<file path="src/rtl/nand_host_pkg.sv">
`timescale 1ns/1ps
package nand_host_pkg;
  parameter int DQ_W  = 16;
  parameter int NFLAG = 5;

  typedef enum logic [1:0] {CY_CMD = 2'd0, CY_ADDR = 2'd1, CY_DWR = 2'd2, CY_DRD = 2'd3} cyc_t;
  typedef enum logic [1:0] {PH_IDLE = 2'd0, PH_STROBE = 2'd1, PH_HOLD = 2'd2} phase_t;

  typedef struct packed {
    cyc_t            kind;
    logic [DQ_W-1:0] data;
  } entry_t;

  localparam logic [3:0] OFS_CTRL  = 4'd0;
  localparam logic [3:0] OFS_STAT  = 4'd1;
  localparam logic [3:0] OFS_FLAG  = 4'd2;
  localparam logic [3:0] OFS_MASK  = 4'd3;
  localparam logic [3:0] OFS_CMD   = 4'd4;
  localparam logic [3:0] OFS_ADDR  = 4'd5;
  localparam logic [3:0] OFS_DWR   = 4'd6;
  localparam logic [3:0] OFS_DRD   = 4'd7;
  localparam logic [3:0] OFS_RDATA = 4'd8;

  // keep the low byte only unless the wide bus is selected
  function automatic logic [DQ_W-1:0] fit_bus(input logic [DQ_W-1:0] v, input logic wide);
    fit_bus = wide ? v : {{(DQ_W-8){1'b0}}, v[7:0]};
  endfunction

  // strobe low time minus one, picked by cycle kind
  function automatic logic [3:0] strobe_len(input cyc_t k, input logic [3:0] wr_d, input logic [3:0] rd_d);
    strobe_len = (k == CY_DRD) ? rd_d : wr_d;
  endfunction
endpackage

</file>
<file path="src/rtl/nand_host_fifo.sv">
`timescale 1ns/1ps
module nand_host_fifo
  import nand_host_pkg::*;
#(
  parameter int DEPTH = 4,
  localparam int PW = $clog2(DEPTH),
  localparam int CW = $clog2(DEPTH + 1)
) (
  input  logic          clk,
  input  logic          rst_n,
  input  logic          push,
  input  entry_t        push_ent,
  input  logic          pop,
  output entry_t        head,
  output logic [CW-1:0] count,
  output logic          accepted,
  output logic          has_dwr,
  output logic          has_drd
);
  localparam logic [CW-1:0] FULL_CNT = CW'(DEPTH);

  entry_t        mem [DEPTH];
  logic [PW-1:0] wp, rp;
  logic          pop_ok;

  assign accepted = push && (count != FULL_CNT);
  assign pop_ok   = pop && (count != '0);
  assign head     = mem[rp];

  always_ff @(posedge clk) begin
    if (accepted) mem[wp] <= push_ent;
  end

  always_ff @(posedge clk or negedge rst_n) begin
    if (!rst_n) begin
      wp <= '0;
      rp <= '0;
      count <= '0;
    end else begin
      if (accepted) wp <= wp + 1'b1;
      if (pop_ok) rp <= rp + 1'b1;
      case ({accepted, pop_ok})
        2'b10:   count <= count + 1'b1;
        2'b01:   count <= count - 1'b1;
        default: count <= count;
      endcase
    end
  end

  always_comb begin
    logic [PW-1:0] off;
    has_dwr = 1'b0;
    has_drd = 1'b0;
    for (int i = 0; i < DEPTH; i++) begin
      off = PW'(i) - rp;
      if (CW'(off) < count) begin
        if (mem[i].kind == CY_DWR) has_dwr = 1'b1;
        if (mem[i].kind == CY_DRD) has_drd = 1'b1;
      end
    end
  end
endmodule

</file>
<file path="src/rtl/nand_host_seq.sv">
`timescale 1ns/1ps
module nand_host_seq
  import nand_host_pkg::*;
(
  input  logic            clk,
  input  logic            rst_n,
  input  logic            start,
  input  entry_t          next_ent,
  input  logic [3:0]      wr_dly,
  input  logic [3:0]      rd_dly,
  output logic            idle,
  output cyc_t            cur_kind,
  output logic            cap_evt,
  output logic            done_evt,
  output logic            ce_n,
  output logic            cle,
  output logic            ale,
  output logic            we_n,
  output logic            re_n,
  output logic            dq_oe,
  output logic [DQ_W-1:0] dq_out
);
  phase_t     ph;
  logic [3:0] cnt;
  entry_t     cur;
  logic       busy, strobe;

  always_ff @(posedge clk or negedge rst_n) begin
    if (!rst_n) begin
      ph  <= PH_IDLE;
      cnt <= '0;
      cur <= '0;
    end else begin
      case (ph)
        PH_IDLE: if (start) begin
          ph  <= PH_STROBE;
          cur <= next_ent;
          cnt <= strobe_len(next_ent.kind, wr_dly, rd_dly);
        end
        PH_STROBE: if (cnt == 4'd0) ph <= PH_HOLD;
                   else cnt <= cnt - 4'd1;
        default: ph <= PH_IDLE;
      endcase
    end
  end

  assign busy     = (ph != PH_IDLE);
  assign strobe   = (ph == PH_STROBE);
  assign idle     = !busy;
  assign cur_kind = cur.kind;
  assign cap_evt  = strobe && (cnt == 4'd0) && (cur.kind == CY_DRD);
  assign done_evt = (ph == PH_HOLD);
  assign ce_n     = !busy;
  assign cle      = busy && (cur.kind == CY_CMD);
  assign ale      = busy && (cur.kind == CY_ADDR);
  assign we_n     = !(strobe && (cur.kind != CY_DRD));
  assign re_n     = !(strobe && (cur.kind == CY_DRD));
  assign dq_oe    = busy && (cur.kind != CY_DRD);
  assign dq_out   = dq_oe ? cur.data : '0;
endmodule

</file>
<file path="src/rtl/nand_host_irq.sv">
`timescale 1ns/1ps
module nand_host_irq
  import nand_host_pkg::*;
(
  input  logic             clk,
  input  logic             rst_n,
  input  logic             rb_pin,
  input  logic [NFLAG-1:0] set_vec,
  input  logic [NFLAG-1:0] clr_vec,
  input  logic [NFLAG-1:0] mask,
  output logic [NFLAG-1:0] flags,
  output logic             irq,
  output logic             nb_status,
  output logic             nb_rise
);
  logic rb_s1, rb_s2, rb_s3;
  logic [NFLAG-1:0] set_all;

  always_ff @(posedge clk or negedge rst_n) begin
    if (!rst_n) begin
      rb_s1 <= 1'b0;
      rb_s2 <= 1'b0;
      rb_s3 <= 1'b0;
      flags <= '0;
    end else begin
      rb_s1 <= rb_pin;
      rb_s2 <= rb_s1;
      rb_s3 <= rb_s2;
      flags <= (flags & ~clr_vec) | set_all;
    end
  end

  assign nb_status = rb_s2;
  assign nb_rise   = rb_s2 && !rb_s3;
  assign set_all   = set_vec | {{(NFLAG-1){1'b0}}, nb_rise};
  assign irq       = |(flags & mask);
endmodule

</file>
<file path="src/rtl/nand_host.sv">
`timescale 1ns/1ps
module nand_host
  import nand_host_pkg::*;
#(
  parameter int DEPTH = 4,
  parameter int AW    = 4
) (
  input  logic            clk,
  input  logic            rst_n,
  input  logic            reg_wr,
  input  logic [AW-1:0]   reg_addr,
  input  logic [DQ_W-1:0] reg_wdata,
  output logic [DQ_W-1:0] reg_rdata,
  output logic            nand_ce_n,
  output logic            nand_cle,
  output logic            nand_ale,
  output logic            nand_we_n,
  output logic            nand_re_n,
  output logic [DQ_W-1:0] nand_dq_out,
  output logic            nand_dq_oe,
  input  logic [DQ_W-1:0] nand_dq_in,
  input  logic            nand_rb,
  output logic            irq
);
  localparam int CW = $clog2(DEPTH + 1);
  localparam int CTRL_W = 10;
  localparam logic [CW-1:0] FULL_CNT = CW'(DEPTH);

  logic [CTRL_W-1:0] ctrl_q;
  logic [NFLAG-1:0]  mask_q, flags_q, set_vec, clr_vec;
  logic [DQ_W-1:0]   rdata_q;
  logic [3:0]        ofs;
  logic              wide;

  logic          push_req, accepted, ovf_evt, pop, edge_evt, wdone_evt;
  entry_t        push_ent, head;
  logic [CW-1:0] count;
  logic          has_dwr, has_drd;

  logic seq_idle, cap_evt, done_evt, nb_status, nb_rise;
  cyc_t cur_kind;
  logic wr_pend, rd_pend;
  logic [NFLAG-1:0] status;

  assign ofs  = 4'(reg_addr);
  assign wide = ctrl_q[8];

  // queue write decode
  always_comb begin
    push_req = reg_wr && (ofs >= OFS_CMD) && (ofs <= OFS_DRD);
    push_ent = '0;
    case (ofs)
      OFS_CMD:  begin push_ent.kind = CY_CMD;  push_ent.data = fit_bus(reg_wdata, 1'b0); end
      OFS_ADDR: begin push_ent.kind = CY_ADDR; push_ent.data = fit_bus(reg_wdata, 1'b0); end
      OFS_DWR:  begin push_ent.kind = CY_DWR;  push_ent.data = fit_bus(reg_wdata, wide); end
      default:  begin push_ent.kind = CY_DRD;  push_ent.data = '0; end
    endcase
  end

  nand_host_fifo #(.DEPTH(DEPTH)) u_fifo (
    .clk(clk), .rst_n(rst_n), .push(push_req), .push_ent(push_ent), .pop(pop),
    .head(head), .count(count), .accepted(accepted), .has_dwr(has_dwr), .has_drd(has_drd)
  );

  assign pop = seq_idle && (count != '0);

  nand_host_seq u_seq (
    .clk(clk), .rst_n(rst_n), .start(pop), .next_ent(head),
    .wr_dly(ctrl_q[3:0]), .rd_dly(ctrl_q[7:4]),
    .idle(seq_idle), .cur_kind(cur_kind), .cap_evt(cap_evt), .done_evt(done_evt),
    .ce_n(nand_ce_n), .cle(nand_cle), .ale(nand_ale), .we_n(nand_we_n), .re_n(nand_re_n),
    .dq_oe(nand_dq_oe), .dq_out(nand_dq_out)
  );

  assign ovf_evt   = push_req && !accepted;
  assign edge_evt  = pop && (count == FULL_CNT);
  assign wdone_evt = done_evt && (cur_kind == CY_DWR) && (count == '0);
  assign set_vec   = {wdone_evt, cap_evt, edge_evt, ovf_evt, 1'b0};
  assign clr_vec   = (reg_wr && ofs == OFS_FLAG) ? reg_wdata[NFLAG-1:0] : '0;

  nand_host_irq u_irq (
    .clk(clk), .rst_n(rst_n), .rb_pin(nand_rb), .set_vec(set_vec), .clr_vec(clr_vec),
    .mask(mask_q), .flags(flags_q), .irq(irq), .nb_status(nb_status), .nb_rise(nb_rise)
  );

  always_ff @(posedge clk or negedge rst_n) begin
    if (!rst_n) begin
      ctrl_q  <= '0;
      mask_q  <= '0;
      rdata_q <= '0;
    end else begin
      if (reg_wr && ofs == OFS_CTRL) ctrl_q <= reg_wdata[CTRL_W-1:0];
      if (reg_wr && ofs == OFS_MASK) mask_q <= reg_wdata[NFLAG-1:0];
      if (cap_evt) rdata_q <= fit_bus(nand_dq_in, wide);
    end
  end

  assign wr_pend = has_dwr || (!seq_idle && cur_kind == CY_DWR);
  assign rd_pend = has_drd || (!seq_idle && cur_kind == CY_DRD);
  assign status  = {count == '0, rd_pend, wr_pend, count == FULL_CNT, nb_status};

  always_comb begin
    case (ofs)
      OFS_CTRL:  reg_rdata = DQ_W'(ctrl_q);
      OFS_STAT:  reg_rdata = DQ_W'(status);
      OFS_FLAG:  reg_rdata = DQ_W'(flags_q);
      OFS_MASK:  reg_rdata = DQ_W'(mask_q);
      OFS_RDATA: reg_rdata = rdata_q;
      default:   reg_rdata = '0;
    endcase
  end
endmodule

</file>
<file path="config.mk">
export PLATFORM = sky130hd
export DESIGN_NAME = nand_host
export DESIGN_NICKNAME = d
export VERILOG_FILES = /design/src/rtl/nand_host_pkg.sv /design/src/rtl/nand_host_fifo.sv /design/src/rtl/nand_host_seq.sv /design/src/rtl/nand_host_irq.sv /design/src/rtl/nand_host.sv
export SDC_FILE = /design/constraint.sdc
export NUM_CORES = 1
export LEC_CHECK = 0
export BUFFER_PORTS_ARGS = -buffer_cell sky130_fd_sc_hd__buf_2
export CAP_MARGIN = 10
export CELL_PAD_IN_SITES_DETAIL_PLACEMENT = 1
export CELL_PAD_IN_SITES_GLOBAL_PLACEMENT = 1
export CORE_ASPECT_RATIO = 0.7
export CORE_UTILIZATION = 52
export DETAILED_ROUTE_END_ITERATION = 16
export GPL_TIMING_DRIVEN = 0
export PLACE_DENSITY = 0.91
export SLEW_MARGIN = 20
export SYNTH_ARGS = -nofsm -noshare
export SYNTH_HDL_FRONTEND = slang
export SYNTH_HIERARCHICAL = 1
export SYNTH_SLANG_ARGS = --single-unit
</file>
<file path="constraint.sdc">
create_clock -name clk -period 5.1 [get_ports clk]
set_input_delay 1.02 -clock clk [delete_from_list [all_inputs] [get_ports clk]]
set_output_delay 1.02 -clock clk [all_outputs]
set_load 0.005 [all_outputs]
</file>
==> results.env <==
RUN_STATUS='finished clean'
POST-ROUTE-PERIOD-UTIL=0.792
CTS_TREE='done'
FLOORPLAN.ROWS=34
CTS-BUFFERS-INSERTED=17
CTS.HOLD.BUFFERS_ADDED=0
SYNTH-SEQ-AREA-SHARE=0.591
AREA.GROWTH.SYNTH_TO_FINAL_PCT=18.4
POWER.DENSITY_CELL_AREA_nW_PER_UM2=592
SYNTHMOSTINSTANTIATEDCELL='sky130_fd_sc_hd__edfxtp_1'
DP_HPWL_UM=11800
CLK_LAT_WORST_SKEW_NS=0.43
SW_FRAC_OF_TOTAL=0.337
VIAS_PER_CELL=6.00
FLOORPLAN.DIE.WIDTH_UM=137
SLOWEST_DELAY_NS=0.47
SYNTHESIS.AREA_PER_INSTANCE_UM2=14.3
POST_SYNTH_MOST_FREQUENT_CELLS='sky130_fd_sc_hd__edfxtp_1, sky130_fd_sc_hd__dfrtp_1, sky130_fd_sc_hd__and2_1'
PIN_COUNT=79
REG2REG_SLACK_NS=2.43
YOSYSWARNINGCOUNT=6
CTS_SINKS=142
P_SEQ_FRAC=0.363
GLOBALROUTETOTALUTIL=0.294
REPORT.FINAL.SETUP_VIOL=0
SYNTH_LARGEST_TYPE_AREA_FRACTION=0.326
LAYOUT-DRIVE-GT1-SHARE=0.348
SYNTHESIS.AREA_UM2=6630
ROUTE.DETAILED.WL_PER_INST_UM=24.6
CRIT_PATH_TOP_DELAY_CELL='sky130_fd_sc_hd__o21ai_0'
CLOCKBUFFERDEPTH=2
POWER_REPORT.INTERNAL_TOTAL_mW=3.08
PLACED_CELLS_INCL_TAPS=704
SYNTH_FP_NETS=514
FINAL-HOLD-VIOLATION-COUNT=0
ROUTED_WIRELENGTH_UM=18100
DESIGN.CORE.AREA_UM2=12400
MIN-DELAY-START='u_irq/rb_s1'
CTS_REPAIR_RESIZE_COUNT=0
SYNTHESIS.INSTANCES=463
SYNTH.FF_LATCH_COUNT=142
WORST-PATH-MAX-FANOUT=10
FLOORPLAN.DIE.HEIGHT_UM=96.5
YS_ASYNC_SR_FRACTION=0.493
ARRIVAL_NS=3.02
SLEW_VIOL_FINAL=0
DRC_VIOLATIONS=0
VIA_COUNT=4418
ANTENNA_CELLS_INSERTED=0
DETAIL_ROUTE.ITER0.VIOLATIONS=315
MAXIMUM_NUMBER_OF_PINS_ON_ONE_NET_BEFORE_GLOBAL_ROUTE_REPAIR=38
MAX_SLEW.WORST_PIN.SLEW_NS=1.04
DIE-AREA_UM2=13200
YS_TOP_CELLS_BY_AREA='sky130_fd_sc_hd__edfxtp_1, sky130_fd_sc_hd__dfrtp_1, sky130_fd_sc_hd__mux4_2'
GPL.FINAL_WEIGHTED_CONGESTION=0.906
WORST_SETUP_HOLD_PATH_CLK_SLEW_NS=0.06
NUMBER_OF_SYNTHESIZED_FLOPS_WITH_AN_ENABLE_PIN=72
CRIT-REG2REG-LAUNCH='u_seq/ph[0]'
POST-CTS-SETUP-BUFFERS=0
MAX-SLEW-MARGIN-REL=0.304
MIN-DELAY-PATH-CLASS='flop to flop'
CLOCK-SKEW-FINAL_NS=0.0191
POWER_SWITCHING_mW=1.57
CTS.HTREE.LEVELS=4
FIN_NETS=612
ANT_NETS=0
TIMING.CRITICAL_PATH.REQUIRED_NS=4.08
GRT_OVERFLOW_TOTAL=0
WORSTPATHCELLLIST='buf_2, inv_1, ha_1, a21oi_1, o21ai_0, a32oi_1, o211ai_1, o21ai_0, nand3_1, buf_2'
MIN_PATH_CELLS=0
SYNTH.LIB_CELLS_USED.DISTINCT=64
SYNTH_TOP_AREA_CELL='sky130_fd_sc_hd__edfxtp_1'
IR_WORST_VDD_uV=309
WORST-SETUP-PATH-TYPE='flop to output port'
SYNTHFLOPTYPE='sky130_fd_sc_hd__edfxtp_1'
GRT_FIRST_PASS_WIRELENGTH_UM=27500
FINALNONFILLERCELLS=736
CRITICAL_PATH.ENDPOINT_TYPE='output port'
FINALWORSTPATHREQUIREDPERIOD_NS=4.04
WORSTHOLDENDPOINT='u_irq/nb_status'
PWR-SHARE-CLK=0.277
RSZ0062_AT_GRT='no'
REG2REG_TO='u_fifo/count[2]'
MAX_CAP_VIOLATIONS=0
SETUP.WORST_PATH.START_CLASS='flop'
NUMPORTBUFFERS=78
DRT_PRE_ANTENNA_ITERS=5
CLK_ROOT_BUFFER_CELL='sky130_fd_sc_hd__clkbuf_16'
GRT_PASS1_VIAS=4716
ANTENNA_FOUND_INITIAL=0
P_LEAK_nW=3.33
TOTALNEGATIVESETUPSLACK_NS=0
P_COMB_FRAC=0.360
INITIAL_CORE_UTILIZATION=0.534
R2R_CELLS=10
MAX_CLOCK_FREQ_GHz=0.247
[how the worst max path moves through the flow]
stage                  from      endpoint  slack (ns)  depth (start not counted)
2_1_floorplan   reg_addr[0]  reg_rdata[0]        2.21                          3
3_3_place_gp   u_fifo/rp[1]  reg_rdata[3]        1.79                         10
3_5_place_dp   u_fifo/rp[1]  reg_rdata[2]        1.64                         10
4_1_cts        u_fifo/rp[1]  reg_rdata[3]        1.13                         10
5_1_grt        u_fifo/rp[1]  reg_rdata[3]        0.94                         10
6_report       u_fifo/rp[1]  reg_rdata[3]        1.06                         10
[power groups by stage]
stage / Clock (mW) / Combinational (mW) / Sequential (mW)
floorplan: 0 / 1.16 / 1.61
global placement: 0 / 1.49 / 1.66
detailed placement: 0 / 1.62 / 1.69
CTS: 1.30 / 1.67 / 1.69
global route: 1.34 / 1.81 / 1.72
finish: 1.29 / 1.67 / 1.69
[cell usage in the layout, fill, tap and decap left out, types with 3 or more instances in the layout]
cell	instances
sky130_fd_sc_hd__nor2_1	10
sky130_fd_sc_hd__buf_12	3
sky130_fd_sc_hd__mux2i_1	5
sky130_fd_sc_hd__inv_1	33
sky130_fd_sc_hd__nor3_1	11
sky130_fd_sc_hd__nand3_1	14
sky130_fd_sc_hd__a22oi_1	3
sky130_fd_sc_hd__a211oi_1	4
sky130_fd_sc_hd__ha_1	10
sky130_fd_sc_hd__buf_6	5
sky130_fd_sc_hd__a21o_1	5
sky130_fd_sc_hd__nor2b_1	5
sky130_fd_sc_hd__buf_4	5
sky130_fd_sc_hd__inv_4	3
sky130_fd_sc_hd__clkbuf_16	19
sky130_fd_sc_hd__edfxtp_1	72
sky130_fd_sc_hd__mux2_2	30
sky130_fd_sc_hd__and3_1	3
sky130_fd_sc_hd__nand2b_1	4
sky130_fd_sc_hd__and2_1	43
sky130_fd_sc_hd__clkbuf_1	6
sky130_fd_sc_hd__nor2_2	3
sky130_fd_sc_hd__mux2_4	15
sky130_fd_sc_hd__o21ai_0	17
sky130_fd_sc_hd__a21boi_2	3
sky130_fd_sc_hd__xnor2_1	4
sky130_fd_sc_hd__mux4_2	18
sky130_fd_sc_hd__dfrtp_1	70
sky130_fd_sc_hd__and4b_1	3
sky130_fd_sc_hd__xor2_1	3
sky130_fd_sc_hd__o211ai_1	3
sky130_fd_sc_hd__a21oi_1	5
sky130_fd_sc_hd__buf_2	82
sky130_fd_sc_hd__nand2_1	9
[worst max-delay path: cells and delay by family, from the launching register on]
kind | cells | cell delay [ns]
adders and majority gates | 1 | 0.31
and+or+nand+nor | 1 | 0.16
buffers and inverters | 3 | 0.58
DFF | 1 | 0.41
AOI/OAI and AO/OA | 5 | 1.13
[final cells by class]
type | instances | area (µm²)
buffer | 21 | 183
clock buffer | 23 | 500
clock inverter | 9 | 105
fill | 1207 | 4570
inverter | 33 | 124
multi-input combinational | 267 | 2410
sequential | 142 | 3910
tap | 162 | 203
timing repair buffer | 79 | 413
[kinds of logic (layout without fill, tap and decap cells)]
group,count (synthesis),after routing,share of synthesized area
xor gates and xnor gates,7,7,0.00925
other,1,1,0.000566
AOI/OAI and AO/OA,57,57,0.0623
and+or+nand+nor,122,122,0.112
buffers and inverters,54,165,0.0463
muxes,69,69,0.158
DFF,142,142,0.591
adders and majority gates,11,11,0.0219
[layer usage]
metal / vias to the layer above / routed length, µm / global-route usage / part of all wire
met1: 2249 / 7700 / 0.381 / 0.42
met5: - / 0 / 0 / 0
li1: 1889 / - / - / -
met2: 230 / 8890 / 0.493 / 0.49
met3: 50 / 1040 / 0.0605 / 0.057
met4: 0 / 505 / 0.109 / 0.028
[metrics by stage]
step | total power, mW | utilization | area, µm² | hold WS [ns] | setup WS (ns)
after floorplan | 2.76 | - | 6630 | 0.331 | 2.21
after global placement | 3.16 | 0.581 | 7220 | 0.335 | 1.79
after detailed placement | 3.31 | 0.583 | 7240 | 0.346 | 1.64
after CTS | 4.66 | 0.632 | 7850 | 0.360 | 1.13
after global routing | 4.87 | 0.632 | 7850 | 0.371 | 0.935
final | 4.65 | 0.632 | 7850 | 0.358 | 1.06
[registers in the layout, summed over array words and instances, names as in the netlist, 2 cells and up]
| signal | flops |
|---|---|
| rdata_q | 16 |
| ctrl_q | 10 |
| u_fifo/wp | 2 |
| u_seq/cur | 16 |
| u_seq/cur_kind | 2 |
| u_seq/cnt | 4 |
| u_fifo/rp | 2 |
| mask_q | 5 |
| u_irq/flags | 5 |
| u_seq/ph | 2 |
| u_fifo/mem | 72 |
| u_fifo/count | 3 |
(Power assumes the default switching activity.)
